## src/rtl/crc_data_capture.sv

```systemverilog
// Keeps the first M accepted bits of a word in a shift register.
// Later bits are counted out and do not move the register.
// Assumes: M >= 1; clear arrives before the first bit of a word.
module crc_data_capture #(
    parameter int M = 4
) (
    input  logic         clk,
    input  logic         rst_n,
    input  logic         clear,
    input  logic         shift_en,
    input  logic         bit_in,
    output logic [M-1:0] data_q,
    output logic [M-1:0] data_nxt
);

    localparam int CNT_W = $clog2(M + 1);
    localparam logic [CNT_W-1:0] FULL = CNT_W'(M);

    logic [CNT_W-1:0] cnt_q;
    logic             room;
    logic [M-1:0]     shifted;

    // Still inside the data field of the word.
    always_comb room = (cnt_q < FULL);

    // Data register contents with one more bit shifted in.
    if (M == 1) begin : g_one
        always_comb shifted = bit_in;
    end else begin : g_many
        always_comb shifted = {data_q[M-2:0], bit_in};
    end

    // Next data value, seen by the top when the last bit lands in this cycle.
    always_comb data_nxt = (shift_en && room) ? shifted : data_q;

    // Bit counter that saturates at M.
    always_ff @(posedge clk) begin
        if (!rst_n || clear) begin
            cnt_q <= '0;
        end else if (shift_en && room) begin
            cnt_q <= cnt_q + 1'b1;
        end
    end

    // Data shift register.
    always_ff @(posedge clk) begin
        if (!rst_n || clear) begin
            data_q <= '0;
        end else begin
            data_q <= data_nxt;
        end
    end

    p_no_capture_past_m_r4: assert property (@(posedge clk) disable iff (!rst_n)
        (!clear && !room) |=> $stable(data_q));

    p_cnt_bound_r4: assert property (@(posedge clk) disable iff (!rst_n)
        cnt_q <= FULL);

endmodule

```

## config.mk

```make
export PLATFORM = sky130hd
export DESIGN_NAME = crc_data_capture
export DESIGN_NICKNAME = d
export VERILOG_FILES = /design/src/rtl/crc_data_capture.sv
export SDC_FILE = /design/constraint.sdc
export NUM_CORES = 1
export LEC_CHECK = 0
export BUFFER_PORTS_ARGS = -buffer_cell sky130_fd_sc_hd__buf_4
export CAP_MARGIN = 30
export CORE_AREA = 4 4 41 43
export DETAILED_ROUTE_END_ITERATION = 8
export DIE_AREA = 0 0 45 47
export GPL_TIMING_DRIVEN = 0
export PLACE_DENSITY = 0.5
export SYNTH_ARGS = -nofsm -noshare
export SYNTH_HDL_FRONTEND = slang
export SYNTH_SLANG_ARGS = --single-unit
```

## constraint.sdc

```tcl
create_clock -name clk -period 1.2 [get_ports clk]
set_input_delay 0.24 -clock clk [delete_from_list [all_inputs] [get_ports clk]]
set_output_delay 0.24 -clock clk [all_outputs]
set_load 0.005 [all_outputs]
```

Word-level counts from Yosys, hierarchy flattened
Cells that the tools add are included.

Add/sub/neg operators: 1. Multiply operators: 0. Divide/modulo/power cells: 0. Magnitude comparators: 1. Eq/ne operators: 0. Shift-type cells: 0. Mux-type cells: 1. Bitwise operators: 0. Reduce and logical (&&, ||, !) cells: 3.

Operators by type and width (number): 4-bit 2-to-1 mux (1); 3-bit by 1-bit adder with 3-bit output, second input constant (1); 3-bit less-than comparator, second input constant (1); 1-bit logical AND (1); 1-bit zero test (1); 1-bit logical OR (1).

Register bits: 7. Bits in latches: 0. RAM bits: 0. Memory bits (read-only): 0. Output and inout port bits: 8. Logic and storage cells: 8. Memories: 0.

Depth between registers and ports, before layout
Gate-level depths: netlist (run 1).

Word-level depth: 3. Depth in mapped cells: 4. Mapped depth without buffers: 3.

Worst setup path before layout (run 1)
No wires, ideal clock.

Path kind: register -> register. From: register cnt_q[2]. To: register data_q[1]. Arrival: 966 ps. Setup slack: 108 ps. Stages on the path, launching flop included: 5. Buffers on the path: 1. Period minus slack after synthesis: 1092 ps. Cells stage by stage: dfxtp_1 > nor2b_4 > buf_6 > mux2_4 > nor2b_1.

Cells in the longest elaborated chain, start to end: 3.

Ends and longest elaborated chain: from (decl) (line 19) `logic [CNT_W-1:0] cnt_q;`; from (signal assigned) (line 41) `cnt_q <= cnt_q + 1'b1;`; 3-bit less-than comparator (line 24) `always_comb room = (cnt_q < FULL);`; 1-bit logical AND (line 34) `always_comb data_nxt = (shift_en && room) ? shifted : data_q;`; 4-bit 2-to-1 mux (line 34); net data_nxt[1] (line 13) `output logic [M-1:0] data_nxt`; to (signal assigned) (line 50) `data_q <= data_nxt;`; to (decl) (line 12) `output logic [M-1:0] data_q,`.

The timed path passes the listed nets, and every way through them passes these cells. A chain may end at the register's enable or synchronous reset.

Worst setup path in the final report (run 1)
From: register cnt_q[2]. To: output data_nxt[0].

Cells in the longest elaborated chain, start to end: 3.

Ends and longest elaborated chain (line): 3-bit less-than comparator (24); 1-bit logical AND (34); 4-bit 2-to-1 mux (34); to (decl) (13).

No other way between the ends.

==> metrics.md, run 1 <==
| Metric | Value |
|---|---|
| DRT Pass-1 Iters | `2` |
| Fin. max-slew vios | `0` |
| Crit path max-delay family | `flip-flops` |
| Area share of the largest cell type after synthesis | `between 40% and 50%` |
| Final hold viol count | `0` |
| Async SR Flop Fraction | `0%` |
| Slew headroom | `79.5%` |
| Number of nets with antenna violations after routing | `0` |
| Top layer in use | `met3` |
| Vias in the first global route | `269` |
| # nets final | `50` |
| Final instance area | `just under 500 um2` |
| Row count | `13` |
| Initial antenna violation count | `0` |
| Residual DRC | `0` |
| Die area | `around 0.0021 mm2` |
| Initial cell density of the core | `23.9%` |
| Starting DRT DRC Count | `1` |
| Die Wd | `45 um` |
| RSZ-0062 raised after global routing | `yes` |
| Tmin final | `1470 ps` |
| Die Span Y | `47 um` |
| Peak supply drop | `0.000477 V` |
| Top cells by area, synth | `dfxtp_1 45%, mux2_4 19%, nor2b_4 8.8%` |
| Distinct cells, synth | `11` |
| Area Overhead vs Synth | `54.6%` |
| Req. time, crit path | `roughly 960 ps` |
| WL met1 | `239 um` |
| DP Wirelength | `486 um` |
| DP Area | `roughly 420 um2` |
| CP most frequent cell | `buf_6` |
| Syn nets | `31` |
| Leakage | `approximately 0.23 nW` |
| Port Buffers | `12` |
| H-tree levels | `1` |
| Yosys reg bits | `7` |
| Most frequent cells after synthesis | `7 x dfxtp_1, 4 x mux2_4, 3 x nor2_1, 3 x nor2b_1, 2 x nor2b_4` |
| Gpl congestion | `~0.6` |
| Crit share post-route | `123%` |
| CTS Buf Count | `3` |
| Average wire per standard cell | `between 10 and 15 um` |
| Setup slack after layout | `-275 ps` |
| Cts hold-fix bufs | `0` |
| Vias | `230` |
| CP Cell Sequence | `nor2b_4 -> buf_6 -> mux2_4 -> buf_6` |
| Worst-Skew Late Latency | `~250 ps` |
| Count leader, synth | `dfxtp_1` |
| Peak Freq | `around 680 MHz` |
| Fraction of layout cells with a size suffix above 1 | `around three fifths` |
| CTS sink count | `7` |
| Clock tree root driver cell | `clkbuf_4` |
| Mapped Area | `312 um2` |
| TritonCTS clock tree | `yes` |
| Syn avg cell area | `approximately 12 um2` |
| CP Class | `reg2out` |
| Final setup viols | `5` |
| WP data arrival | `~1200 ps` |
| Met3 WL | `~65 um` |
| Kind of end point of the critical path | `output pin` |
| Yosys warns | `0` |
| GRT Total Usage | `between 6 and 7%` |
| Largest net degree at the start of global routing | `8` |
| Register area share after synthesis | `45.0%` |
| Number of synthesized flops with an enable pin | `0` |
| Buf/Inv on CP | `2` |
| Post-route setup TNS | `-1060 ps` |
| Top_reg_cell synth | `dfxtp_1` |
| First-pass GRT wire length | `just over 1000 um` |
| IO Pins | `13` |
| Area leader, netlist | `dfxtp_1` |
| CP Launch Type | `flip-flop` |
| Slowest cell on crit path | `dfxtp_2` |
| Worst path max stage delay | `approximately 330 ps` |
| Power density over cell area | `~1100 mW/mm2` |
| Status | `finished, violations left` |
| Violations in the final reports | `negative setup slack` |
| Vias/cell | `a little under 4` |
| Clk slew on worst S/H paths | `50 ps` |
| Total gr overflow | `0` |
| Clock tree buffer depth | `2` |
| Clock Skew | `about 6.3 ps` |
| Cells after Synth | `25` |
| Crit-path max FO | `5` |
| # diodes | `0` |
| Slew @ Worst Pin | `approximately 300 ps` |
| Max-Cap Viols | `0` |
| Routed WL | `620 um` |
| Power Total | `515 uW` |
| Met2 WL | `between 300 and 400 um` |
| Core box area | `about 0.0013 mm2` |
| Tightest Hold Check Type | `in2reg` |
==> per-stage QoR <==
step / hold slack, ps / setup slack, ps / std cells / utilization (%)
final: 231 / -275 / 58 / 37.0
after floorplan: 381 / 108 / 25 / -
after CTS: 230 / -282 / 57 / 36.2
after global placement: 477 / -75.6 / 52 / 32.3
after global routing: 257 / -309 / 58 / 37.0
after detailed placement: 491 / -81.6 / 52 / 32.3
==> what timing repair did <==
item / 4_1_cts / 5_1_grt
buffers inserted: 1 / 1
endpoints found under the setup margin: 4 / 4
resized for setup: 5 / 1
==> final cells by class <==
| type | instances | area, um2 |
|---|---|---|
| timing repair buffer | 14 | 124 |
| tap | 15 | 18.8 |
| sequential | 7 | 141 |
| fill | 149 | 820 |
| multi-input combinational | 17 | 160 |
| buffer | 1 | 11.3 |
| clock buffer | 4 | 26.3 |
==> power breakdown <==
part / internal, mW / leakage, nW / switching, mW
Clock: 0.127 / 0.0150 / 0.0862
Sequential: 0.236 / 0.0572 / 0.00277
Combinational: 0.0417 / 0.156 / 0.0209
==> state kept, by name, summed over array words and instances, names as in the netlist <==
signal / count
data_q: 4
cnt_q: 3
==> routing by layer <==
| layer | GRT usage, % | up-vias |
|---|---|---|
| li1 | - | 117 |
| met1 | 6.85 | 104 |
| met2 | 11.0 | 9 |
| met3 | 3.07 | 0 |
| met4 | 5.26 | 0 |
| met5 | 0 | - |
==> final timing paths <==
kind	cells after the start	slack, ps	start	to
worst max-delay path	4	-270	cnt_q[2]$_SDFFE_PP0P_	data_nxt[0]
worst min-delay path	3	230	shift_en	cnt_q[2]$_SDFFE_PP0P_
worst max register to register	5	0	cnt_q[2]$_SDFFE_PP0P_	data_q[0]$_SDFF_PP0_
worst min register to register	2	490	cnt_q[2]$_SDFFE_PP0P_	cnt_q[2]$_SDFFE_PP0P_
==> cell families (layout without fill, tap and decap cells) <==
kind of cell | Yosys count | count (layout) | synth area share (%)
buf+inv | 1 | 19 | 3.61
simple gates | 9 | 9 | 20.5
compound gates | 1 | 1 | 1.60
flops | 7 | 7 | 45.0
xor+xnor | 1 | 1 | 2.81
mux | 5 | 5 | 22.5
fa+ha+maj | 1 | 1 | 4.02
==> placed cells by master, fill, tap and decap left out, drive strengths merged <==
cell type | synthesis | layout
mux2 | 4 | 4
clkbuf | 0 | 4
dfxtp | 7 | 7
buf | 1 | 15
ha | 1 | 1
nor2b | 5 | 5
xnor2 | 1 | 1
nand2b | 1 | 1
mux2i | 1 | 1
a21oi | 1 | 1
nor2 | 3 | 3
==> worst min-delay path, delay by kind of cell <==
kind                   cells  cell delay [ps]
AO/OA/AOI/OAI              1               50
buffers and inverters      1               80
AND/OR/NAND/NOR            1               70
No activity file was read; power rests on OpenSTA's default activity.
==> inputs of run 2 (changes only) <==
--- a/config.mk
+++ b/config.mk
@@ -12,6 +12,7 @@
 export DIE_AREA = 0 0 45 47
 export GPL_TIMING_DRIVEN = 0
 export PLACE_DENSITY = 0.5
+export REMOVE_ABC_BUFFERS = 1
 export SYNTH_ARGS = -nofsm -noshare
 export SYNTH_HDL_FRONTEND = slang
 export SYNTH_SLANG_ARGS = --single-unit
==> metrics.md, run 2 (synthesis results as in run 1) <==
| Metric | Value |
|---|---|
| H-tree levels | `1 (unchanged)` |
| Flip-flop count of the largest register after layout | `4 (unchanged)` |
| GR Layer Usage met2 | `11.0% (unchanged)` |
| IO Pins | `13 (unchanged)` |
| Worst path max stage delay | `330 ps (about the same)` |
| Placed cells | `51 (-1.9%)` |
| FF-to-FF Start | `cnt_q[2]$_SDFFE_PP0P_` |
| Power share of the sequential group | `47.6% (+1.1 points)` |
| Fin. max-slew vios | `0 (unchanged)` |
| FF-to-FF setup slack | `90 ps (+90 ps)` |
| CP Cell Sequence | `nor2b_4 -> mux2_4 -> buf_6` |
| Core box area | `0.00130 mm2 (unchanged)` |
| Power density over cell area | `1090 mW/mm2 (+2.4%)` |
| Max-Cap Viols | `0 (unchanged)` |
| WP data arrival | `1230 ps (about the same)` |
| Clock tree root driver cell | `clkbuf_4` |
| Combinational share of power | `10.7% (-1.5 points)` |
| First-pass GRT wire length | `959 um (-5.4%)` |
| DRT Pass-1 Iters | `2 (unchanged)` |
| Port Buffers | `12 (unchanged)` |
| Clock tree buffer depth | `2 (unchanged)` |
| CP Class | `reg2out` |
| CP startpoint | `cnt_q[2]$_SDFFE_PP0P_` |
| Largest Register | `data_q` |
| # nets final | `48 (-4.0%)` |
| Layer with the highest usage | `met2` |
| Cts hold-fix bufs | `0 (unchanged)` |
| Initial antenna violation count | `0 (unchanged)` |
| DP Area | `409 um2 (-2.7%)` |
| Peak supply drop | `0.000580 V (+22%)` |
| Reg-to-Reg End | `data_q[2]$_SDFF_PP0_` |
| Critical Path Stages | `3 (-1)` |
| # diodes | `0 (unchanged)` |
| Setup slack after layout | `-266 ps (+8.71 ps)` |
| Routed WL | `549 um (-11%)` |
| Cells on worst reg2reg path | `3 (-2)` |
| Vias in the first global route | `232 (-14%)` |
| Clock power frac | `41.7% (+0.3 points)` |
| Gpl congestion | `0.653 (+8.4%)` |
| Area Overhead vs Synth | `47.4%` |
| Die Span Y | `47 um (unchanged)` |
| Final hold viol count | `0 (unchanged)` |
| Switching share of total power | `20.8% (-0.52 points)` |
| Kind of end point of the critical path | `output pin` |
| Sw Pwr | `105 uW (-4.8%)` |
| Initial cell density of the core | `23.9% (unchanged)` |
| Peak Freq | `682 MHz (+0.59%)` |
| Row count | `13 (unchanged)` |
| Crit path max-delay family | `flip-flops` |
| Crit share post-route | `122% (-0.73 points)` |
| Slowest cell on crit path | `dfxtp_2` |
| CP Launch Type | `flip-flop` |
| Most frequent cells in the layout | `9 x buf_4, 6 x dfxtp_1, 4 x mux2_4, 4 x buf_6` |
| Req. time, crit path | `960 ps (about the same)` |
| Final setup viols | `4 (-1)` |
| Final instance area | `459 um2 (-4.7%)` |
| Vias/cell | `4.07 (+2.7%)` |
| Met1 Use GR | `5.96% (-0.89 points)` |
| CTS Buf Count | `3 (unchanged)` |
| Power Internal | `398 uW (-1.8%)` |
| Fraction of layout cells with a size suffix above 1 | `56.1% (-2.0 points)` |
| TritonCTS clock tree | `yes` |
| Tightest Hold Check Type | `in2reg` |
| Largest net degree at the start of global routing | `8 (unchanged)` |
| Final core occ | `35.3% (-1.7 points)` |
| Starting DRT DRC Count | `1 (unchanged)` |
| Worst-Skew Late Latency | `250 ps (about the same)` |
| Residual DRC | `0 (unchanged)` |
| Average wire per standard cell | `9.80 um (-8.3%)` |
| CTS sink count | `7 (unchanged)` |
| Biggest regs | `data_q x4, cnt_q x3` |
| Leakage | `0.216 nW (-5.3%)` |
| Total gr overflow | `0 (unchanged)` |
| Buf/Inv on CP | `1 (-1)` |
| Clock Skew | `6.19 ps (-0.130 ps)` |
| Number of nets with antenna violations after routing | `0 (unchanged)` |
| Final non-filler cell total | `56 (-3.4%)` |
| RSZ-0062 raised after global routing | `yes` |
| Setup crit end | `data_nxt[2]` |
| GRT Total Usage | `6.66% (-0.15 points)` |
| Status | `finished, violations left` |
| Die area | `0.00212 mm2 (unchanged)` |
| Clk slew on worst S/H paths | `50 ps (about the same)` |
| Most common cell after layout, fill and taps aside | `buf_4` |
| Violations in the final reports | `negative setup slack` |
| Tmin final | `1470 ps (-8.71 ps)` |
| Die Wd | `45 um (unchanged)` |
| Vias | `228 (-0.87%)` |
| Met3 GRT Util | `6.13% (+3.1 points)` |
| Slew @ Worst Pin | `321 ps (+12.5 ps)` |
| Crit-path max FO | `5 (unchanged)` |
| Slew headroom | `78.6% (-0.83 points)` |
-- run 2: cell types whose count changed in the layout (fill, tap and decap cells not counted) --
cell	change
buf_6	-2
-- run 2: area by class of cell --
type | instances | area [um2]
Fill cell | 143 | 842
Timing Repair Buffer | 13 | 113
Clock buffer | 4 | 26.3
Tap cell | 15 | 18.8
Multi-Input combinational cell | 17 | 160
Sequential cell | 7 | 141
-- run 2: worst min-delay path by stage --
stage                                startpoint               endpoint  slack (ps)  cells after the start
final                                  shift_en  cnt_q[2]$_SDFFE_PP0P_         240                      3
after global routing                   shift_en  cnt_q[2]$_SDFFE_PP0P_         240                      3
after CTS                              shift_en  cnt_q[2]$_SDFFE_PP0P_         240                      3
after detailed placement               shift_en  cnt_q[2]$_SDFFE_PP0P_         490                      3
after global placement    cnt_q[1]$_SDFFE_PP0P_  cnt_q[1]$_SDFFE_PP0P_         480                      2
after floorplan                        shift_en  cnt_q[2]$_SDFFE_PP0P_         380                      2
-- run 2: layer usage --
metal,routed length (um),up-vias
met4,0,0
met5,0,-
met3,83,0
met2,256,12
li1,-,114
met1,209,102
-- run 2: stage by stage --
stage	power [mW]	setup WS, ps	setup TNS, ps	hold WS (ps)
2_1_floorplan	0.272	99.0	0	381
3_3_place_gp	0.292	-90.5	-352	479
3_5_place_dp	0.293	-116	-447	494
4_1_cts	0.512	-282	-1110	237
5_1_grt	0.539	-326	-1280	238
6_report	0.503	-266	-1050	239
-- run 2: what timing repair did --
item                                    4_1_cts  5_1_grt
cloned                                        0        0
buffers inserted                              1        0
resized for setup                             5        0
endpoints found under the setup margin        4        4
pin swaps                                     0        0
-- run 2: tightest hold or removal path: cells and delay by family --
| family | cells | cell delay (ps) |
|---|---|---|
| compound gates | 1 | 50 |
| simple gates | 1 | 70 |
| buf+inv | 1 | 90 |
-- run 2: power groups by stage --
stage,logic (mW),registers (mW),clock network [mW]
after floorplan,0.0284,0.244,0
after global placement,0.0478,0.244,0
after detailed placement,0.0492,0.244,0
after CTS,0.0545,0.239,0.218
after global routing,0.0575,0.240,0.242
final,0.0536,0.239,0.210
==> inputs of run 3 (changes only) <==
--- a/config.mk
+++ b/config.mk
@@ -7,9 +7,9 @@
 export LEC_CHECK = 0
 export BUFFER_PORTS_ARGS = -buffer_cell sky130_fd_sc_hd__buf_4
 export CAP_MARGIN = 30
-export CORE_AREA = 4 4 41 43
+export CORE_AREA = 2 2 39 41
 export DETAILED_ROUTE_END_ITERATION = 8
-export DIE_AREA = 0 0 45 47
+export DIE_AREA = 0 0 41 43
 export GPL_TIMING_DRIVEN = 0
 export PLACE_DENSITY = 0.5
 export REMOVE_ABC_BUFFERS = 1
==> metrics.md, run 3 (synthesis results as in run 1) <==
| Metric | Value |
|---|---|
| Clock power frac | `41.1% (-0.6 points)` |
| Fillers | `145 (+1.4%)` |
| Die Span Y | `43 um (-8.5%)` |
| Average wire per standard cell | `10.5 um (+6.9%)` |
| FF-to-FF Start | `cnt_q[2]$_SDFFE_PP0P_` |
| Leakage | `0.231 nW (+7.1%)` |
| CTS sink count | `7 (unchanged)` |
| Reg-to-Reg End | `data_q[3]$_SDFF_PP0_` |
| Switching share of total power | `20.9% (+0.11 points)` |
| Clock tree buffer depth | `2 (unchanged)` |
| Starting DRT DRC Count | `3 (+2)` |
| Violations in the final reports | `negative setup slack` |
| CP Cell Sequence | `nor2b_4 -> mux2_4 -> buf_6` |
| Cells on worst reg2reg path | `4 (+1)` |
| Critical Path Stages | `3 (unchanged)` |
| Initial cell density of the core | `22.5% (-1.4 points)` |
| Hold path depth | `3 (unchanged)` |
| Footprint of the multi-input gates | `160 um2 (unchanged)` |
| Tightest Hold Check Type | `in2reg` |
| Clock tree root driver cell | `clkbuf_4` |
| Biggest regs | `data_q x4, cnt_q x3` |
| Worst-Skew Late Latency | `250 ps (about the same)` |
| Power density over cell area | `1050 mW/mm2 (-3.6%)` |
| Core box area | `0.00138 mm2 (+6.3%)` |
| Largest net degree at the start of global routing | `8 (unchanged)` |
| CTS Buf Count | `3 (unchanged)` |
| Most common cell after layout, fill and taps aside | `buf_4` |
| Largest Register | `data_q` |
| Sw Pwr | `107 uW (+1.9%)` |
| Crit path max-delay family | `multiplexers` |
| Worst path max stage delay | `340 ps (about the same)` |
| Flip-flop count of the largest register after layout | `4 (unchanged)` |
| CP Launch Type | `flip-flop` |
| Placed cells | `52 (+2.0%)` |
| Crit share post-route | `125% (+2.7 points)` |
| Power Internal | `403 uW (+1.2%)` |
| Crit-path max FO | `6 (+1)` |
| DRT Pass-1 Iters | `4 (+2)` |
| Fraction of layout cells with a size suffix above 1 | `59.1% (+3.0 points)` |
| Fin. max-slew vios | `0 (unchanged)` |
| Req. time, crit path | `960 ps (about the same)` |
| Slew @ Worst Pin | `328 ps (+7.38 ps)` |
| Peak supply drop | `0.000570 V (-1.8%)` |
| Peak Freq | `667 MHz (-2.2%)` |
| # diodes | `0 (unchanged)` |
| Row count | `14 (+1)` |
| Final setup viols | `6 (+2)` |
| H-tree levels | `1 (unchanged)` |
| Gpl congestion | `0.517 (-21%)` |
| First-pass GRT wire length | `945 um (-1.5%)` |
| RSZ-0062 raised after global routing | `yes` |
| Slowest cell on crit path | `mux2_4` |
| Status | `finished, violations left` |
| Setup slack after layout | `-298 ps (-32.5 ps)` |
| Die area | `0.00176 mm2 (-17%)` |
| Register Area | `141 um2 (unchanged)` |
| Kind of end point of the critical path | `output pin` |
| WP data arrival | `1260 ps (+30 ps)` |
| Final hold viol count | `0 (unchanged)` |
| Vias | `245 (+7.5%)` |
| FF-to-FF setup slack | `-60 ps (-150 ps)` |
| # nets final | `51 (+6.3%)` |
| Number of nets with antenna violations after routing | `0 (unchanged)` |
| Final core occ | `34.9% (-0.39 points)` |
| Area Overhead vs Synth | `55.0%` |
| Cts hold-fix bufs | `0 (unchanged)` |
| Max-Cap Viols | `0 (unchanged)` |
| Residual DRC | `0 (unchanged)` |
| Min-Delay Endpoint | `cnt_q[2]$_SDFFE_PP0P_` |
| Vias in the first global route | `246 (+6.0%)` |
| GRT Total Usage | `8.06% (+1.4 points)` |
| Buf/Inv on CP | `1 (unchanged)` |
| IO Pins | `13 (unchanged)` |
| Die Wd | `41 um (-8.9%)` |
| Combinational share of power | `11.8% (+1.1 points)` |
| Clk slew on worst S/H paths | `50 ps (about the same)` |
| Hold Crit Start | `shift_en` |
| CP Class | `reg2out` |
| Initial antenna violation count | `0 (unchanged)` |
| Power share of the sequential group | `47.0% (-0.6 points)` |
| Slew headroom | `78.1% (-0.49 points)` |
| TritonCTS clock tree | `yes` |
| Clock Skew | `0.293 ps (-5.90 ps)` |
| Routed WL | `629 um (+15%)` |
| Final non-filler cell total | `60 (+7.1%)` |
| Port Buffers | `12 (unchanged)` |
| Vias/cell | `4.08 (+0.29%)` |
| Tmin final | `1500 ps (+32.5 ps)` |
| Most frequent cells in the layout | `12 x buf_4, 6 x dfxtp_1, 4 x mux2_4, 4 x buf_6` |
| Total gr overflow | `0 (unchanged)` |
-- run 3: cell type report --
cell class | instances | share of cell area, %
clock buffers | 4 | 5.44
multi-input cells | 17 | 33.2
flip-flops and latches | 7 | 29.3
well taps | 16 | 4.15
repair buffers | 16 | 28.0
-- run 3: repair_timing --
action,4_1_cts,5_1_grt
buffers inserted,3,1
gates resized for setup,5,0
endpoints found under the setup margin,4,6
-- run 3: how the worst max path moves through the flow --
stage / startpoint / end / slack [ps]
floorplan: cnt_q[2]$_SDFFE_PP0P_ / data_q[1]$_SDFF_PP0_ / 100
global placement: shift_en / data_nxt[0] / -90
detailed placement: shift_en / data_nxt[0] / -120
CTS: cnt_q[2]$_SDFFE_PP0P_ / data_nxt[2] / -330
global route: cnt_q[2]$_SDFFE_PP0P_ / data_nxt[0] / -360
finish: cnt_q[2]$_SDFFE_PP0P_ / data_nxt[2] / -300
-- run 3: layer usage --
layer	global-route usage (%)	vias up	wire (um)
met5	0	-	0
met4	4.00	0	0
met3	4.71	0	91
met2	12.2	16	294
met1	8.44	110	244
li1	-	119	-
-- run 3: worst reg2reg max path: cells and delay by family, from the launching register on --
| family | cells | cell delay, ps |
|---|---|---|
| AND/OR/NAND/NOR | 2 | 340 |
| multiplexers | 1 | 340 |
| buffers and inverters | 1 | 130 |
| flip-flops | 1 | 330 |
-- run 3: power groups by stage --
| stage | sequential [mW] | clock [mW] | combinational [mW] |
|---|---|---|---|
| floorplan | 0.244 | 0 | 0.0284 |
| global placement | 0.244 | 0 | 0.0476 |
| detailed placement | 0.244 | 0 | 0.0506 |
| CTS | 0.239 | 0.217 | 0.0589 |
| global route | 0.240 | 0.227 | 0.0656 |
| finish | 0.240 | 0.210 | 0.0601 |
-- run 3: metrics by stage --
stage	setup WS, ps	instance area [um2]	hold slack [ps]	total power [mW]	TNS, ps
floorplan	99.0	300	381	0.272	0
global placement	-87.0	410	478	0.291	-332
detailed placement	-121	410	500	0.295	-467
CTS	-326	475	239	0.516	-1440
global route	-358	483	258	0.532	-1630
finish	-298	483	246	0.509	-1290
